### src/rtl/irq_seq_pkg.sv
// Shared types and constants for the interrupt entry sequencer.
// Assumes the condition-code layout E=7, F=6, I=4.
package irq_seq_pkg;

    localparam int unsigned CC_E = 7;
    localparam int unsigned CC_F = 6;
    localparam int unsigned CC_I = 4;
    localparam logic [7:0] CC_EB = 8'd1 << CC_E;
    localparam logic [7:0] CC_FB = 8'd1 << CC_F;
    localparam logic [7:0] CC_IB = 8'd1 << CC_I;

    localparam logic [15:0] VEC_NMI   = 16'hFFFC;
    localparam logic [15:0] VEC_FAST  = 16'hFFF6;
    localparam logic [15:0] VEC_NORM  = 16'hFFF8;
    localparam logic [15:0] VEC_TRAP1 = 16'hFFFA;
    localparam logic [15:0] VEC_TRAP2 = 16'hFFF4;
    localparam logic [15:0] VEC_TRAP3 = 16'hFFF2;

    typedef enum logic [2:0] {
        OP_NONE  = 3'd0,
        OP_TRAP1 = 3'd1,
        OP_TRAP2 = 3'd2,
        OP_TRAP3 = 3'd3,
        OP_SYNC  = 3'd4,
        OP_MWAIT = 3'd5
    } op_e;

    typedef enum logic [1:0] {
        SRC_NONE = 2'd0,
        SRC_NMI  = 2'd1,
        SRC_FAST = 2'd2,
        SRC_NORM = 2'd3
    } src_e;

    typedef enum logic [2:0] {
        S_IDLE   = 3'd0,
        S_PUSH   = 3'd1,
        S_DELAY  = 3'd2,
        S_RD_HI  = 3'd3,
        S_RD_LO  = 3'd4,
        S_FINISH = 3'd5,
        S_SYNC   = 3'd6,
        S_MWAIT  = 3'd7
    } state_e;

    // Vector address of a hardware source.
    function automatic logic [15:0] hw_vector(src_e s);
        case (s)
            SRC_NMI:  return VEC_NMI;
            SRC_FAST: return VEC_FAST;
            default:  return VEC_NORM;
        endcase
    endfunction

endpackage

### src/rtl/irq_nmi_latch.sv
// Rising-edge detector and pending latch for the non-maskable line.
// Assumes the line is already synchronous to clk. A new edge wins over a
// clear in the same cycle, so no edge is lost.
module irq_nmi_latch (
    input  logic clk,
    input  logic rst_n,
    input  logic line,
    input  logic clr,
    output logic pend
);

    logic prev_q;

    // Track the previous line level and hold the pending flag until cleared.
    always_ff @(posedge clk) begin
        if (!rst_n) begin
            prev_q <= 1'b0;
            pend   <= 1'b0;
        end else begin
            prev_q <= line;
            pend   <= (pend & ~clr) | (line & ~prev_q);
        end
    end

endmodule

### src/rtl/irq_prio_arb.sv
// Fixed-priority pick among the three hardware sources under the mask bits
// of a given condition-code byte. Purely combinational.
module irq_prio_arb
    import irq_seq_pkg::*;
(
    input  logic       nmi_pend,
    input  logic       fast_req,
    input  logic       norm_req,
    input  logic [7:0] cc,
    output src_e       src
);

    // Non-maskable first, then fast (F clear), then normal (I clear).
    always_comb begin
        if (nmi_pend)                    src = SRC_NMI;
        else if (fast_req && !cc[CC_F])  src = SRC_FAST;
        else if (norm_req && !cc[CC_I])  src = SRC_NORM;
        else                             src = SRC_NONE;
    end

endmodule

### src/rtl/irq_delay_timer.sv
// Counts the cycles spent in the pre-fetch delay. done is high in the last
// cycle of a run of DELAY cycles. Assumes DELAY >= 1 and that run drops
// once done has been seen.
module irq_delay_timer #(
    parameter int unsigned DELAY = 4
) (
    input  logic clk,
    input  logic rst_n,
    input  logic run,
    output logic done
);

    localparam int unsigned CW = (DELAY > 1) ? $clog2(DELAY) : 1;
    localparam logic [CW-1:0] LAST = CW'(DELAY - 1);

    logic [CW-1:0] cnt_q;

    // Count while running, restart from zero otherwise.
    always_ff @(posedge clk) begin
        if (!rst_n || !run) cnt_q <= '0;
        else                cnt_q <= cnt_q + 1'b1;
    end

    assign done = run && (cnt_q == LAST);

endmodule

### src/rtl/irq_entry_seq.sv
// Interrupt entry and wait sequencer.
// At an instruction boundary it takes a pending hardware request, or else
// runs a trap or wait instruction. For an entry it sets the save-set flag
// and the masks, requests a stack push, waits VEC_DELAY cycles and fetches
// the handler address as two bytes. Assumes bus_rdata is valid in the same
// cycle as bus_rd, and that insn_start is only pulsed while busy is low.
module irq_entry_seq
    import irq_seq_pkg::*;
#(
    parameter int unsigned VEC_DELAY = 4
) (
    input  logic        clk,
    input  logic        rst_n,
    input  logic        nmi_line,
    input  logic        fast_line,
    input  logic        norm_line,
    input  logic        fast_full_cfg,
    input  logic        insn_start,
    input  logic [2:0]  insn_op,
    input  logic [7:0]  mask_imm,
    input  logic [7:0]  cc_in,
    output logic        push_req,
    output logic        push_full,
    input  logic        push_ack,
    output logic        bus_rd,
    output logic [15:0] bus_addr,
    input  logic [7:0]  bus_rdata,
    output logic [15:0] pc_out,
    output logic        pc_load,
    output logic [7:0]  cc_out,
    output logic        cc_load,
    output logic        resume,
    output logic        busy
);

    state_e      state;
    logic [7:0]  cc_q;
    logic [7:0]  set_q;
    logic [15:0] vec_q;
    logic [7:0]  hi_q;
    logic [15:0] pc_q;
    logic        full_q;
    logic        mw_q;
    logic        vec_mode_q;

    logic        nmi_pend;
    logic        nmi_clr;
    logic [7:0]  arb_cc;
    src_e        arb_src;
    logic        tmr_done;
    op_e         op;

    assign op = op_e'(insn_op);

    // The arbiter judges masks on the live CC, or on the narrowed CC while in mask-and-wait.
    assign arb_cc = (state == S_MWAIT) ? cc_q : cc_in;

    // The non-maskable latch is consumed when its entry starts.
    assign nmi_clr = (arb_src == SRC_NMI) &&
                     (((state == S_IDLE) && insn_start) || (state == S_MWAIT));

    irq_nmi_latch u_nmi (
        .clk   (clk),
        .rst_n (rst_n),
        .line  (nmi_line),
        .clr   (nmi_clr),
        .pend  (nmi_pend)
    );

    irq_prio_arb u_arb (
        .nmi_pend (nmi_pend),
        .fast_req (fast_line),
        .norm_req (norm_line),
        .cc       (arb_cc),
        .src      (arb_src)
    );

    irq_delay_timer #(.DELAY(VEC_DELAY)) u_tmr (
        .clk   (clk),
        .rst_n (rst_n),
        .run   (state == S_DELAY),
        .done  (tmr_done)
    );

    // Main sequencing: entry choice, push handshake, wait states, vector fetch.
    always_ff @(posedge clk) begin
        if (!rst_n) begin
            state      <= S_IDLE;
            cc_q       <= '0;
            set_q      <= '0;
            vec_q      <= '0;
            hi_q       <= '0;
            pc_q       <= '0;
            full_q     <= 1'b0;
            mw_q       <= 1'b0;
            vec_mode_q <= 1'b0;
        end else begin
            case (state)
                S_IDLE: begin
                    if (insn_start) begin
                        mw_q <= 1'b0;
                        if (arb_src != SRC_NONE) begin
                            vec_q <= hw_vector(arb_src);
                            state <= S_PUSH;
                            case (arb_src)
                                SRC_FAST: begin
                                    full_q <= fast_full_cfg;
                                    cc_q   <= fast_full_cfg ? (cc_in | CC_EB) : (cc_in & ~CC_EB);
                                    set_q  <= CC_IB | CC_FB;
                                end
                                SRC_NORM: begin
                                    full_q <= 1'b1;
                                    cc_q   <= cc_in | CC_EB;
                                    set_q  <= CC_IB;
                                end
                                default: begin
                                    full_q <= 1'b1;
                                    cc_q   <= cc_in | CC_EB;
                                    set_q  <= CC_IB | CC_FB;
                                end
                            endcase
                        end else begin
                            case (op)
                                OP_TRAP1: begin
                                    vec_q  <= VEC_TRAP1;
                                    full_q <= 1'b1;
                                    cc_q   <= cc_in | CC_EB;
                                    set_q  <= CC_IB | CC_FB;
                                    state  <= S_PUSH;
                                end
                                OP_TRAP2, OP_TRAP3: begin
                                    vec_q  <= (op == OP_TRAP2) ? VEC_TRAP2 : VEC_TRAP3;
                                    full_q <= 1'b1;
                                    cc_q   <= cc_in | CC_EB;
                                    set_q  <= '0;
                                    state  <= S_PUSH;
                                end
                                OP_SYNC: begin
                                    state <= S_SYNC;
                                end
                                OP_MWAIT: begin
                                    full_q <= 1'b1;
                                    cc_q   <= (cc_in & mask_imm) | CC_EB;
                                    set_q  <= '0;
                                    mw_q   <= 1'b1;
                                    state  <= S_PUSH;
                                end
                                default: ;
                            endcase
                        end
                    end
                end
                S_PUSH: begin
                    if (push_ack) begin
                        if (mw_q) begin
                            state <= S_MWAIT;
                        end else begin
                            cc_q  <= cc_q | set_q;
                            state <= S_DELAY;
                        end
                    end
                end
                S_MWAIT: begin
                    if (arb_src != SRC_NONE) begin
                        cc_q  <= cc_q | CC_IB | ((arb_src == SRC_NORM) ? 8'h00 : CC_FB);
                        vec_q <= hw_vector(arb_src);
                        state <= S_DELAY;
                    end
                end
                S_DELAY: begin
                    if (tmr_done) state <= S_RD_HI;
                end
                S_RD_HI: begin
                    hi_q  <= bus_rdata;
                    state <= S_RD_LO;
                end
                S_RD_LO: begin
                    pc_q       <= {hi_q, bus_rdata};
                    vec_mode_q <= 1'b1;
                    state      <= S_FINISH;
                end
                S_SYNC: begin
                    if (nmi_pend || fast_line || norm_line) begin
                        vec_mode_q <= 1'b0;
                        state      <= S_FINISH;
                    end
                end
                default: begin
                    state <= S_IDLE;
                end
            endcase
        end
    end

    assign push_req  = (state == S_PUSH);
    assign push_full = full_q;
    assign bus_rd    = (state == S_RD_HI) || (state == S_RD_LO);
    assign bus_addr  = vec_q + {15'd0, (state == S_RD_LO)};
    assign pc_out    = pc_q;
    assign pc_load   = (state == S_FINISH) && vec_mode_q;
    assign cc_load   = (state == S_FINISH) && vec_mode_q;
    assign resume    = (state == S_FINISH) && !vec_mode_q;
    assign cc_out    = cc_q;
    assign busy      = (state != S_IDLE);

endmodule

### config.mk
export PLATFORM = sky130hd
export DESIGN_NAME = irq_entry_seq
export DESIGN_NICKNAME = d
export VERILOG_FILES = /design/src/rtl/irq_seq_pkg.sv /design/src/rtl/irq_nmi_latch.sv /design/src/rtl/irq_prio_arb.sv /design/src/rtl/irq_delay_timer.sv /design/src/rtl/irq_entry_seq.sv
export SDC_FILE = /design/constraint.sdc
export NUM_CORES = 1
export LEC_CHECK = 0
export BUFFER_PORTS_ARGS = -buffer_cell sky130_fd_sc_hd__buf_2
export CAP_MARGIN = 20
export CORE_ASPECT_RATIO = 1.5
export CORE_MARGIN = 2
export CORE_UTILIZATION = 53
export CTS_CLUSTER_DIAMETER = 100
export DETAILED_ROUTE_END_ITERATION = 16
export HOLD_SLACK_MARGIN = 0.05
export PLACE_DENSITY = 0.87
export SYNTH_ARGS = -nofsm -noshare
export SYNTH_HDL_FRONTEND = slang
export SYNTH_SLANG_ARGS = --single-unit
### constraint.sdc
create_clock -name clk -period 7.37 [get_ports clk]
set_clock_uncertainty 0.2 [all_clocks]
set_input_delay 1.1055 -clock clk [delete_from_list [all_inputs] [get_ports clk]]
set_output_delay 1.1055 -clock clk [all_outputs]
set_load 0.05 [all_outputs]
Word level (Yosys, flattened, before mapping)
Index checks and enable logic that the tools add are counted.

word-level totals
  register bits after elaboration = 66
  input port bits = 35
  output and inout port bits = 47
  logic and storage cells = 123

cells by class
  add/subtract/negate cells = 2
  eq/ne operators = 25
  mux-type cells = 40
  bitwise operators = 8
  reduce and logical (&&, ||, !) cells = 36

operators with widths
  cell                                                  count
  2-to-1 mux 8 bit                                      8
  one-hot mux 16 bit (2 select lines)                   2
  2-to-1 mux 16 bit                                     3
  one-hot mux 8 bit (2 select lines)                    2
  2-to-1 mux 3 bit                                      8
  one-hot mux 8 bit (3 select lines)                    1
  2-to-1 mux 7 bit                                      3
  one-hot mux 3 bit (7 select lines)                    1
  equality test 3 bit (second input constant)           6
  adder 16 x 1 -> 16 bit                                1
  equality test 3 x 2 -> 1 bit (second input constant)  4
  AND reduction 6 bit                                   2
  nonzero test 3 bit                                    3
  != test 2 bit (second input constant)                 4
  != test 4 x 2 -> 1 bit (second input constant)        2
  bitwise OR 8 x 7 -> 8 bit                             1
  bitwise OR 8 bit                                      1
  one-hot mux 4 bit (2 select lines)                    1
  nonzero test 2 bit                                    4
  bitwise AND 7 bit                                     1
  logical AND 1 bit                                     7
  equality test 2 bit (second input constant)           3
  equality test 3 x 1 -> 1 bit (second input constant)  2
  2-to-1 mux 1 bit                                      6
  19 further kinds                                      35

Depth between registers and ports, before layout
Gate-level depths: netlist of the first run.

  depth in word-level cells = 12
  depth in mapped cells = 12

Modules after synthesis
A second synthesis of the first run with hierarchy kept.

unflattened totals
  cell total of the unflattened synthesis = 298
  area, all modules = 2513.7 µm²

modules (own cells, without submodules)
  module           instances  cells an instance  area each (µm²)
  irq_entry_seq    1          281                2322.2
  irq_nmi_latch    1          6                  77.6
  irq_delay_timer  1          6                  76.3
  irq_prio_arb     1          5                  37.5

Worst setup path after synthesis of the first run
No wires, ideal clock.

  path kind = input to register
  start = input port cc_in[6]
  end = register cc_q[4] (netlist: cc_out[4])
  arrival = 2713 ps
  required time = 7042 ps
  path slack = 4330 ps
  stages = 10
  path buffers = 1
  cells stage by stage = nand2_1 > nand3_1 > a31oi_1 > ha_1 > buf_2 > nand4b_1 > o21ai_0 > o21ai_0 > a32oi_1 > nor2_1

between the ends
  word-level cells in the longest chain between the ends = 10
  elaborated cells on any way between the ends = 14
  classes of those cells = eq/ne (3); mux (7); reduce/logical (4)

RTL lines
  what                                line                  RTL
  start: declaration                  irq_entry_seq.sv:21   input logic [7:0] cc_in,
  2-to-1 mux 7 bit *                  irq_entry_seq.sv:56   assign arb_cc = (state == S_MWAIT) ? cc_q : cc_in;
  logical NOT 1 bit *                 irq_prio_arb.sv:16    else if (fast_req && !cc[CC_F]) src = SRC_FAST;
  logical AND 1 bit *                 irq_prio_arb.sv:16
  2-to-1 mux 2 bit *                  irq_prio_arb.sv:16
  2-to-1 mux 2 bit *                  irq_prio_arb.sv:15    if (nmi_pend) src = SRC_NMI;
  equality test 2 bit                 irq_entry_seq.sv:105  case (arb_src)
  2-to-1 mux 8 bit                    irq_entry_seq.sv:105
  2-to-1 mux 8 bit                    irq_entry_seq.sv:102  if (arb_src != SRC_NONE) begin
  2-to-1 mux 8 bit                    irq_entry_seq.sv:100  if (insn_start) begin
  one-hot mux 8 bit (3 select lines)  irq_entry_seq.sv:98   case (state)
  end signal: assignment              irq_entry_seq.sv:108  cc_q <= fast_full_cfg ? (cc_in | CC_EB) : (cc_in & ~CC_EB);
  end signal: assignment              irq_entry_seq.sv:113  cc_q <= cc_in | CC_EB;
  end signal: assignment              irq_entry_seq.sv:118  cc_q <= cc_in | CC_EB;
  end: declaration                    irq_entry_seq.sv:37   logic [7:0] cc_q;

Every way passes the cells marked *; elsewhere a longest branch is shown, timed or not. The select of a mux whose other input is x is not followed.
A chain may end at the register's enable or synchronous reset.

Worst setup path in the final report of the first run
  start = register state[0]
  end = output port bus_addr[0]

between the ends
  word-level cells in the longest chain between the ends = 2

RTL lines
  what                      line                  RTL
  start: declaration        irq_entry_seq.sv:36   state_e state;
  start signal: assignment  irq_entry_seq.sv:88   state <= S_IDLE;
  start signal: assignment  irq_entry_seq.sv:104  state <= S_PUSH;
  start signal: assignment  irq_entry_seq.sv:129  state <= S_PUSH;
  equality test 3 bit       irq_entry_seq.sv:198  assign bus_addr = vec_q + {15'd0, (state == S_RD_LO)};
  adder 16 x 1 -> 16 bit    irq_entry_seq.sv:198
  end: declaration          irq_entry_seq.sv:26   output logic [15:0] bus_addr,

Every way passes these cells.

==> results of run 1 <==
## cell usage after synthesis
cell type and number:
a2111oi_2 1, a211oi_4 1, a21boi_0 1, a21o_1 1, a21oi_1 31, a21oi_2 1, a22o_1 1, a22oi_1 2
a311oi_1 3, a31oi_1 3, a32oi_1 1, and2_1 5, and2b_1 1, and3_1 2, buf_1 1, buf_2 3
buf_4 15, buf_6 1, clkbuf_1 5, clkinv_1 2, dfxtp_1 48, ha_1 6, inv_1 7, inv_2 1
mux2i_1 13, nand2_1 57, nand2b_1 2, nand3_1 2, nand4_1 1, nand4b_1 1, nor2_1 32, nor2b_1 4
nor3_1 2, nor3_2 1, o211ai_1 5, o21a_1 2, o21ai_0 10, o31ai_1 1, o32a_1 1, o32ai_2 1
or3_1 2, or3b_1 1
## sequential cells by signal, summed over array words and instances, names as in the netlist
signal,count
cc_out,8
hi_q,8
mw_q,1
pc_out,16
push_full,1
set_q,2
state,3
u_nmi.pend,1
u_nmi.prev_q,1
u_tmr.cnt_q,2
vec_mode_q,1
vec_q,4
## routing by layer
metal | wire, um | global-route usage [%] | share of wire [%]
met5 | 0 | 0 | 0
met4 | 112 | 8.879 | 2.2
met3 | 361 | 4.931 | 7.0
met2 | 2607 | 38.84 | 51
met1 | 2051 | 25.19 | 40
## cell families (layout without fill, tap and decap cells)
group	Yosys count	in the layout	share of synthesized area (%)
multiplexers	13	13	5.702
adder cells (fa/ha/maj)	6	6	3.289
AND/OR/NAND/NOR	113	113	21.44
AO/OA/AOI/OAI	66	66	18.75
buffers and inverters	35	98	8.717
flip-flops	48	48	42.11
## worst reg2reg max path: cells and delay by family, from the launching register on
kind	cells	cell delay, ns
simple gates	5	1.18
compound gates	4	0.98
flops	1	0.73
fa+ha+maj	1	0.52
## layout make-up
class	count	area share (%)
Sequential cell	48	35.69
Tap cell	46	2.138
Timing Repair Buffer	80	14.96
Clock inverter	3	1.580
Inverter	10	1.394
Clock buffer	5	2.556
Multi-Input combinational cell	198	41.68
## worst max path at each step
stage                         from     endpoint  slack (ns)
final                     state[0]  bus_addr[0]        3.37
after global routing      state[1]  bus_addr[0]        3.10
after CTS                 state[1]  bus_addr[0]        3.38
after detailed placement  cc_in[6]    cc_out[4]        3.69
after global placement    cc_in[6]    cc_out[4]        3.68
after floorplan           cc_in[6]    cc_out[4]        4.33
## metrics by stage
stage / utilization [%] / cells / hold WS (ns)
2_1_floorplan: - / 281 / 0.2084
3_3_place_gp: 61.86 / 382 / 0.2172
3_5_place_dp: 61.86 / 382 / 0.2232
4_1_cts: 64.53 / 390 / 0.2445
5_1_grt: 64.53 / 390 / 0.2484
6_report: 64.53 / 390 / 0.2424
## placed cells by master (no fill, tap or decap), types with 3 or more instances in the layout
cell type  count
nor2b_1        4
clkbuf_8       5
o211ai_1       5
a31oi_1        3
a21oi_1       31
mux2i_1       13
nor2_1        32
dfxtp_1       48
o21ai_0       10
and2_1         5
buf_2         79
a311oi_1       3
inv_1          7
ha_1           6
nand2_1       57
## power by group
part | total, mW | leakage [nW] | switching [mW] | internal [mW]
Sequential | 0.344 | 0.391 | 0.0442 | 0.299
Combinational | 0.454 | 0.840 | 0.332 | 0.122
Clock | 0.188 | 0.0541 | 0.0877 | 0.100
Total | 0.986 | 1.28 | 0.464 | 0.522
==> results.tsv, run 1 <==
metric	value	unit
outcome	completed	
All-Layer GR Usage	22.10	%
worst r2r dst	cc_out[4]	
# IOs	82	
initial core utilization	54.69	%
WP depth	3	
Worst Path Arrival	2.69	ns
Tmin final	3.997	ns
IO buf count	79	
Synth area leader	dfxtp_1	
synth unique cells	42	
core area	0.004173	mm^2
NumNets Final	384	
Worst-Margin Slew	0.7025	ns
fill count	374	
H-tree depth	2	
Leak	1.284	nW
Worst Hold Depth	1	
total setup buffers inserted after CTS	0	
Reg clk slew, reported paths	0.09	ns
Max Cap Viol	0	
Critical Path, Cell by Cell	nand2b_1, clkinv_1, buf_2	
multi-input gate area in the final layout	0.001122	mm^2
Worst Path Required	6.06	ns
drt initial violations	113	
Overflow after GRT	0	
Setup TNS Final	0	ns
initial antenna violation count	0	
biggest cell delay along the critical path	0.73	ns
Avg WL per Cell	13.16	um
crit path kind	reg2out	
Post-Layout Inst Area	0.002693	mm^2
largest cells by area after synthesis	dfxtp_1 42%, nand2_1 9.4%, a21oi_1 6.8%, mux2i_1 5.7%, nor2_1 5.3%	
clk sinks	48	
register area	960.9	um^2
Die ar.	0.004858	mm^2
Setup WS post-layout	3.373	ns
Synth Cell Area	0.002282	mm^2
CTS max path bufs	2	
critical path's top delay family	buffers and inverters	
largest net degree at the start of global routing	38	
hpwl dp	3754	um
final hold violation count	0	
Yosys warnings	0	
FP Rows	29	
final WL	5132	um
part of the Yosys area used for sequential elements	42.11	%
register bit total from synthesis	48	
cts repair resizes	0	
worst hold path type	reg2reg	
Cells after Synth	281	
reg-to-reg slack, setup	3.64	ns
Placed Instance Area	0.002581	mm^2
highest clock rate	0.2502	GHz
Antenna diodes	0	
overall power	0.9861	mW
TritonCTS clock tree	built	
clk root buf	clkbuf_8	
Num CTS Buffers	5	
drt first pass iters	4	
Syn Nets	322	
Hold Path End	u_tmr.cnt_q[0]	
endpoints failing setup	0	
synthesized area per cell	8.122	um^2
first-pass GRT wire length	8528	um
cts hold-fix bufs	0	
PD cells	366.2	mW/mm^2
Max VDD drop	0.2641	mV
Vias/cell	5.333	
startpoint class of the critical path	flop	
remaining antenna violation count after routing	0	
min-delay src	u_tmr.cnt_q[0]	
max_slew headroom	53.17	%
DP Worst Slack	3.688	ns
Worst-Skew Late Latency	0.30	ns
R2R depth	10	
Die Y	84.37	um
vias in the first global route	1940	
crit path max-delay cell type	dfxtp_1	
maximum fanout along the worst path	20	
Die W	57.58	um
Worst Path Buf+Inv	2	
final slew viol count	0	
Vias	2080	
Area Overhead vs Synth	17.98	%
drc violations	0	
RSZ-0062 raised after global routing	no	
final period utilization	54.23	%
Crit Reg-Reg Startpoint	state[0]	
Synth top area share	42.11	%
Worst Setup End Kind	primary output	
GPL Wtd Cong	0.9025	
layout cells sized above 1	27.33	%
Note: power is estimated with default switching activity, not from simulation.
==> run 2, diff against run 1 <==
- ABC_AREA: unset -> 1
- CORE_UTILIZATION: 53 -> 46
- PLACE_DENSITY: 0.87 -> 0.79
- clock period: 7.37 -> 3.5 ns (I/O delays scaled with it)
==> results.tsv, run 2 <==
metric	value	unit	change
Leak	1.582	nW	+23%
Tmin final	3.003	ns	
most frequent cell after synthesis	nor2_1		
hpwl dp	4238	um	+13%
register bit total from synthesis	48		unchanged
Worst-Skew Late Latency	0.30	ns	about the same
Overflow after GRT	0		unchanged
Reg clk slew, reported paths	0.09	ns	about the same
NumNets Final	468		+22%
GPL Wtd Cong	0.8977		-0.53%
Die Y	94.33	um	+12%
Cells after Synth	365		+30%
synth unique cells	29		-31%
Synth area leader	dfxtp_1		
reg-to-reg slack, setup	0.50	ns	-3.14 ns
All-Layer GR Usage	19.76	%	-2.3 points
Max Cap Viol	0		unchanged
outcome	completed		
FP Rows	32		+10%
Die W	64.22	um	+12%
drt initial violations	122		+8.0%
Vias	2406		+16%
first-pass GRT wire length	9563	um	+12%
drt first pass iters	5		+1
synthesized area per cell	6.856	um^2	-16%
Max VDD drop	0.6473	mV	+150%
crit path kind	reg2reg		
CTS max path bufs	2		unchanged
total setup buffers inserted after CTS	0		unchanged
Placed Instance Area	0.002811	mm^2	+8.9%
fin util	56.66	%	-7.9 points
final hold violation count	0		unchanged
endpoints failing setup	0		unchanged
vias in the first global route	2282		+18%
Avg WL per Cell	11.38	um	-13%
layout cells sized above 1	26.40	%	-0.92 points
largest net degree at the start of global routing	37		-2.6%
Worst Path Required	3.50	ns	-2.56 ns
cts hold-fix bufs	0		unchanged
Setup TNS Final	0	ns	unchanged
Yosys warnings	0		unchanged
Worst Setup End Kind	flop		
final WL	5646	um	+10%
max_slew headroom	63.99	%	+11 points
Worst Path Arrival	3.01	ns	+0.32 ns
most frequent cells in the layout	91 x nor2_1, 79 x buf_2, 60 x nand2_1		
commonest cells in the netlist	91 x nor2_1, 60 x nand2_1, 48 x dfxtp_1		
Synth Cell Area	0.002502	mm^2	+9.6%
placed cell count	488		+28%
WHS	0.2245	ns	-0.01791 ns
Antenna diodes	0		unchanged
Final Instance Count excl. Fillers	496		+27%
Die ar.	0.006058	mm^2	+25%
final period utilization	85.81	%	
Syn Nets	406		+26%
initial core utilization	48.08	%	-6.6 points
Synth top area share	38.40	%	-3.7 points
cts repair resizes	0		unchanged
highest clock rate	0.3330	GHz	
maximum fanout along the worst path	11		-45%
IO buf count	79		unchanged
max reg flops	16		unchanged
largest cells by area after synthesis	dfxtp_1 38%, nor2_1 14%, nand2_1 9.0%, o21ai_0 8.6%, inv_1 5.3%		
Worst-Margin Slew	0.5401	ns	-0.1624 ns
final slew viol count	0		unchanged
clk root buf	clkbuf_8		
Primary FF master, synth	dfxtp_1		
PD cells	975.5	mW/mm^2	+170%
Post-synth EDFFs	0		unchanged
most common cell after layout, fill and taps aside	nor2_1		
Post-Layout Inst Area	0.002949	mm^2	+9.5%
remaining antenna violation count after routing	0		unchanged
Area Overhead vs Synth	17.85	%	
# IOs	82		unchanged
core area	0.005205	mm^2	+25%
Num CTS Buffers	5		unchanged
initial antenna violation count	0		unchanged
drc violations	0		unchanged
H-tree depth	2		unchanged
startpoint class of the critical path	flop		
Synth async-reset ratio	0	%	unchanged
TritonCTS clock tree	built		
RSZ-0062 raised after global routing	no		
Vias/cell	4.851		-9.0%
worst hold path type	in2reg		
clk sinks	48		unchanged
part of the Yosys area used for sequential elements	38.40	%	-3.7 points
[run 2: power breakdown]
part | switching [mW] | internal, mW | leakage [nW]
sequential | 0.112 | 0.703 | 0.394
combinational | 1.20 | 0.377 | 1.12
clock | 0.194 | 0.288 | 0.0687
[run 2: logic make-up (layout without fill, tap and decap cells)]
| kind of cell | count (synthesis) | after routing | synth area share, % |
|---|---|---|---|
| buffers and inverters | 67 | 130 | 13.40 |
| adders and majority gates | 6 | 6 | 3.000 |
| AOI/OAI and AO/OA | 60 | 60 | 12.75 |
| DFF | 48 | 48 | 38.40 |
| and+or+nand+nor | 184 | 184 | 32.45 |
[run 2: per-stage QoR]
| stage | setup WS [ns] | power, mW |
|---|---|---|
| final | 0.4968 | 2.877 |
| after global routing | 0.1301 | 3.068 |
| after CTS | 0.5252 | 2.901 |
| after detailed placement | 0.5369 | 2.412 |
| after global placement | 0.6260 | 2.382 |
| after floorplan | 1.039 | 2.190 |
[run 2: final timing paths]
check / cells after the start / end / start
worst max-delay path: 16 / cc_out[4] / state[2]
worst min-delay path: 3 / u_nmi.prev_q / nmi_line
worst max register to register: 16 / cc_out[4] / state[2]
worst min register to register: 1 / u_nmi.pend / u_nmi.prev_q
[run 2: per-layer routing]
| layer | track usage [%] | routed length [um] | vias to the layer above |
|---|---|---|---|
| met1 | 21.31 | 2273 | 1067 |
| met3 | 4.529 | 351 | 6 |
| met2 | 36.11 | 2937 | 85 |
| met5 | 0 | 0 | - |
| li1 | - | - | 1248 |
| met4 | 9.220 | 85 | 0 |
[run 2: worst max-delay path: stages (launching register included)]
cell and delay (ns):
dfxtp_1 0.56, nand3_2 0.33, nor2_1 0.23, nor2_1 0.07
nand2_1 0.06, nand2_1 0.09, inv_1 0.12, ha_1 0.42
nand2_1 0.16, nor2_4 0.15, nand2_1 0.12, nand2_1 0.10
inv_1 0.04, nand2_1 0.10, nand2_1 0.06, nand2_1 0.05
nor2_1 0.04
[run 2: cell type report]
class	count	area [um^2]
Inverter	43	163.9
Fill cell	509	2256
Clock inverter	3	68.82
Tap cell	68	85.08
Clock buffer	5	68.82
Sequential cell	48	960.9
Timing Repair Buffer	79	395.4
Multi-Input combinational cell	250	1206
==> run 3, diff against run 2 <==
- ABC_AREA: 1 -> 0
- PLACE_DENSITY: 0.79 -> 0.78
- SYNTH_HIERARCHICAL: unset -> 1
==> results.tsv, run 3 <==
metric	value	unit	change
NumNets Final	398		-15%
Post-Layout Inst Area	0.002925	mm^2	-0.81%
drc violations	0		unchanged
first-pass GRT wire length	9625	um	+0.65%
Max Cap Viol	0		unchanged
Die Y	93.31	um	-1.1%
Die W	63.54	um	-1.1%
Cells after Synth	292		-20%
worst r2r dst	set_q[4]		
final WL	5938	um	+5.2%
register area	960.9	um^2	unchanged
remaining antenna violation count after routing	0		unchanged
most frequent cells in the layout	79 x buf_2, 53 x nand2_1, 48 x dfxtp_1		
synthesized area per cell	8.377	um^2	+22%
Synth Cell Area	0.002446	mm^2	-2.3%
layout cells sized above 1	30.17	%	+3.8 points
endpoints failing setup	0		unchanged
min-delay src	nmi_line		
initial core utilization	47.73	%	-0.35 points
cts hold-fix bufs	0		unchanged
IO buf count	79		unchanged
clk root buf	clkbuf_8		
crit path kind	reg2reg		
maximum fanout along the worst path	14		+3
reg-to-reg slack, setup	0.24	ns	-0.26 ns
most common cell after layout, fill and taps aside	buf_2		
Overflow after GRT	0		unchanged
drt first pass iters	4		-1
startpoint class of the critical path	flop		
FP Rows	32		unchanged
GPL Wtd Cong	0.8274		-7.8%
highest clock rate	0.3065	GHz	-8.0%
Worst Path Arrival	3.28	ns	+0.27 ns
Antenna diodes	0		unchanged
Avg WL per Cell	13.94	um	+22%
Placed Instance Area	0.002804	mm^2	-0.27%
worst hold path type	in2reg		
Worst Setup End Kind	flop		
clk sinks	48		unchanged
Leak	1.304	nW	-18%
Worst-Margin Slew	0.6316	ns	+0.09144 ns
drt initial violations	152		+25%
fin util	57.08	%	+0.42 points
largest net degree at the start of global routing	28		-24%
Setup TNS Final	0	ns	unchanged
final period utilization	93.23	%	+7.4 points
max_slew headroom	57.36	%	-6.6 points
outcome	completed		
# IOs	82		unchanged
max reg flops	16		unchanged
Worst Path Required	3.52	ns	+0.02 ns
PD cells	745.7	mW/mm^2	-24%
Worst-Skew Late Latency	0.30	ns	about the same
Vias	2276		-5.4%
All-Layer GR Usage	20.28	%	+0.53 points
initial antenna violation count	0		unchanged
R2R depth	10		-6
multi-input gate area in the final layout	0.001280	mm^2	+6.1%
Die ar.	0.005929	mm^2	-2.1%
RSZ-0062 raised after global routing	no		
H-tree depth	2		unchanged
vias in the first global route	2124		-6.9%
total setup buffers inserted after CTS	0		unchanged
fill count	505		-0.79%
final hold violation count	0		unchanged
Hold Path End	u_nmi/prev_q		
cts repair resizes	0		unchanged
hpwl dp	4375	um	+3.2%
TritonCTS clock tree	built		
Num CTS Buffers	5		unchanged
Reg clk slew, reported paths	0.09	ns	about the same
core area	0.005125	mm^2	-1.5%
Tmin final	3.263	ns	+0.2599 ns
Area Overhead vs Synth	19.59	%	
CTS max path bufs	2		unchanged
final slew viol count	0		unchanged
Crit Reg-Reg Startpoint	state[2]		
Syn Nets	333		-18%
Yosys warnings	6		+6
Max VDD drop	0.4252	mV	-34%
Vias/cell	5.343		+10%
Worst Hold Depth	2		-1
[run 3: metrics by stage]
| stage | worst slack, ns | hold WS [ns] | total power, mW | std cells |
|---|---|---|---|---|
| floorplan | 0.4697 | 0.2322 | 1.594 | 292 |
| global placement | 0.2898 | 0.2366 | 1.757 | 418 |
| detailed placement | 0.2185 | 0.2430 | 1.772 | 418 |
| CTS | 0.2357 | 0.2430 | 2.197 | 426 |
| global route | 0.06595 | 0.2545 | 2.304 | 426 |
| finish | 0.2369 | 0.2531 | 2.182 | 426 |
[run 3: area by class of cell]
| type | count | area share (%) |
|---|---|---|
| clock inverter | 2 | 1.326 |
| timing repair buffer | 86 | 15.31 |
| clock buffer | 6 | 2.823 |
| multi-input combinational | 208 | 43.76 |
| inverter | 8 | 1.027 |
| sequential | 48 | 32.85 |
| tap | 68 | 2.908 |
[run 3: worst max path at each step]
stage	cells after the start	to	slack [ns]	start
floorplan	5	pc_load	0.47	state[0]
global placement	10	cc_out[7]	0.29	cc_in[6]
detailed placement	10	set_q[4]	0.22	cc_in[6]
CTS	10	set_q[4]	0.24	state[2]
global route	10	set_q[4]	0.07	state[2]
finish	10	set_q[4]	0.24	state[2]
[run 3: metal layers]
metal	GRT usage (%)	routed length [um]
met3	3.490	263
met5	0	0
met2	36.32	3050
met1	23.52	2485
met4	8.514	138
[run 3: worst max-delay path, cell delays in order (launching register included)]
cell      delay [ns]
dfxtp_1         0.32
nand3_1         0.17
mux2_2          0.37
nand2b_4        0.14
a31o_1          0.24
inv_1           0.11
ha_1            0.46
nor4b_4         0.39
a32o_1          0.40
nor2_1          0.14
a211oi_1        0.22
[run 3: power by group]
group / total (mW) / internal (mW) / switching, mW / leakage, nW
registers: 0.681 / 0.629 / 0.0522 / 0.391
logic: 1.08 / 0.296 / 0.783 / 0.852
clock network: 0.421 / 0.234 / 0.187 / 0.0614
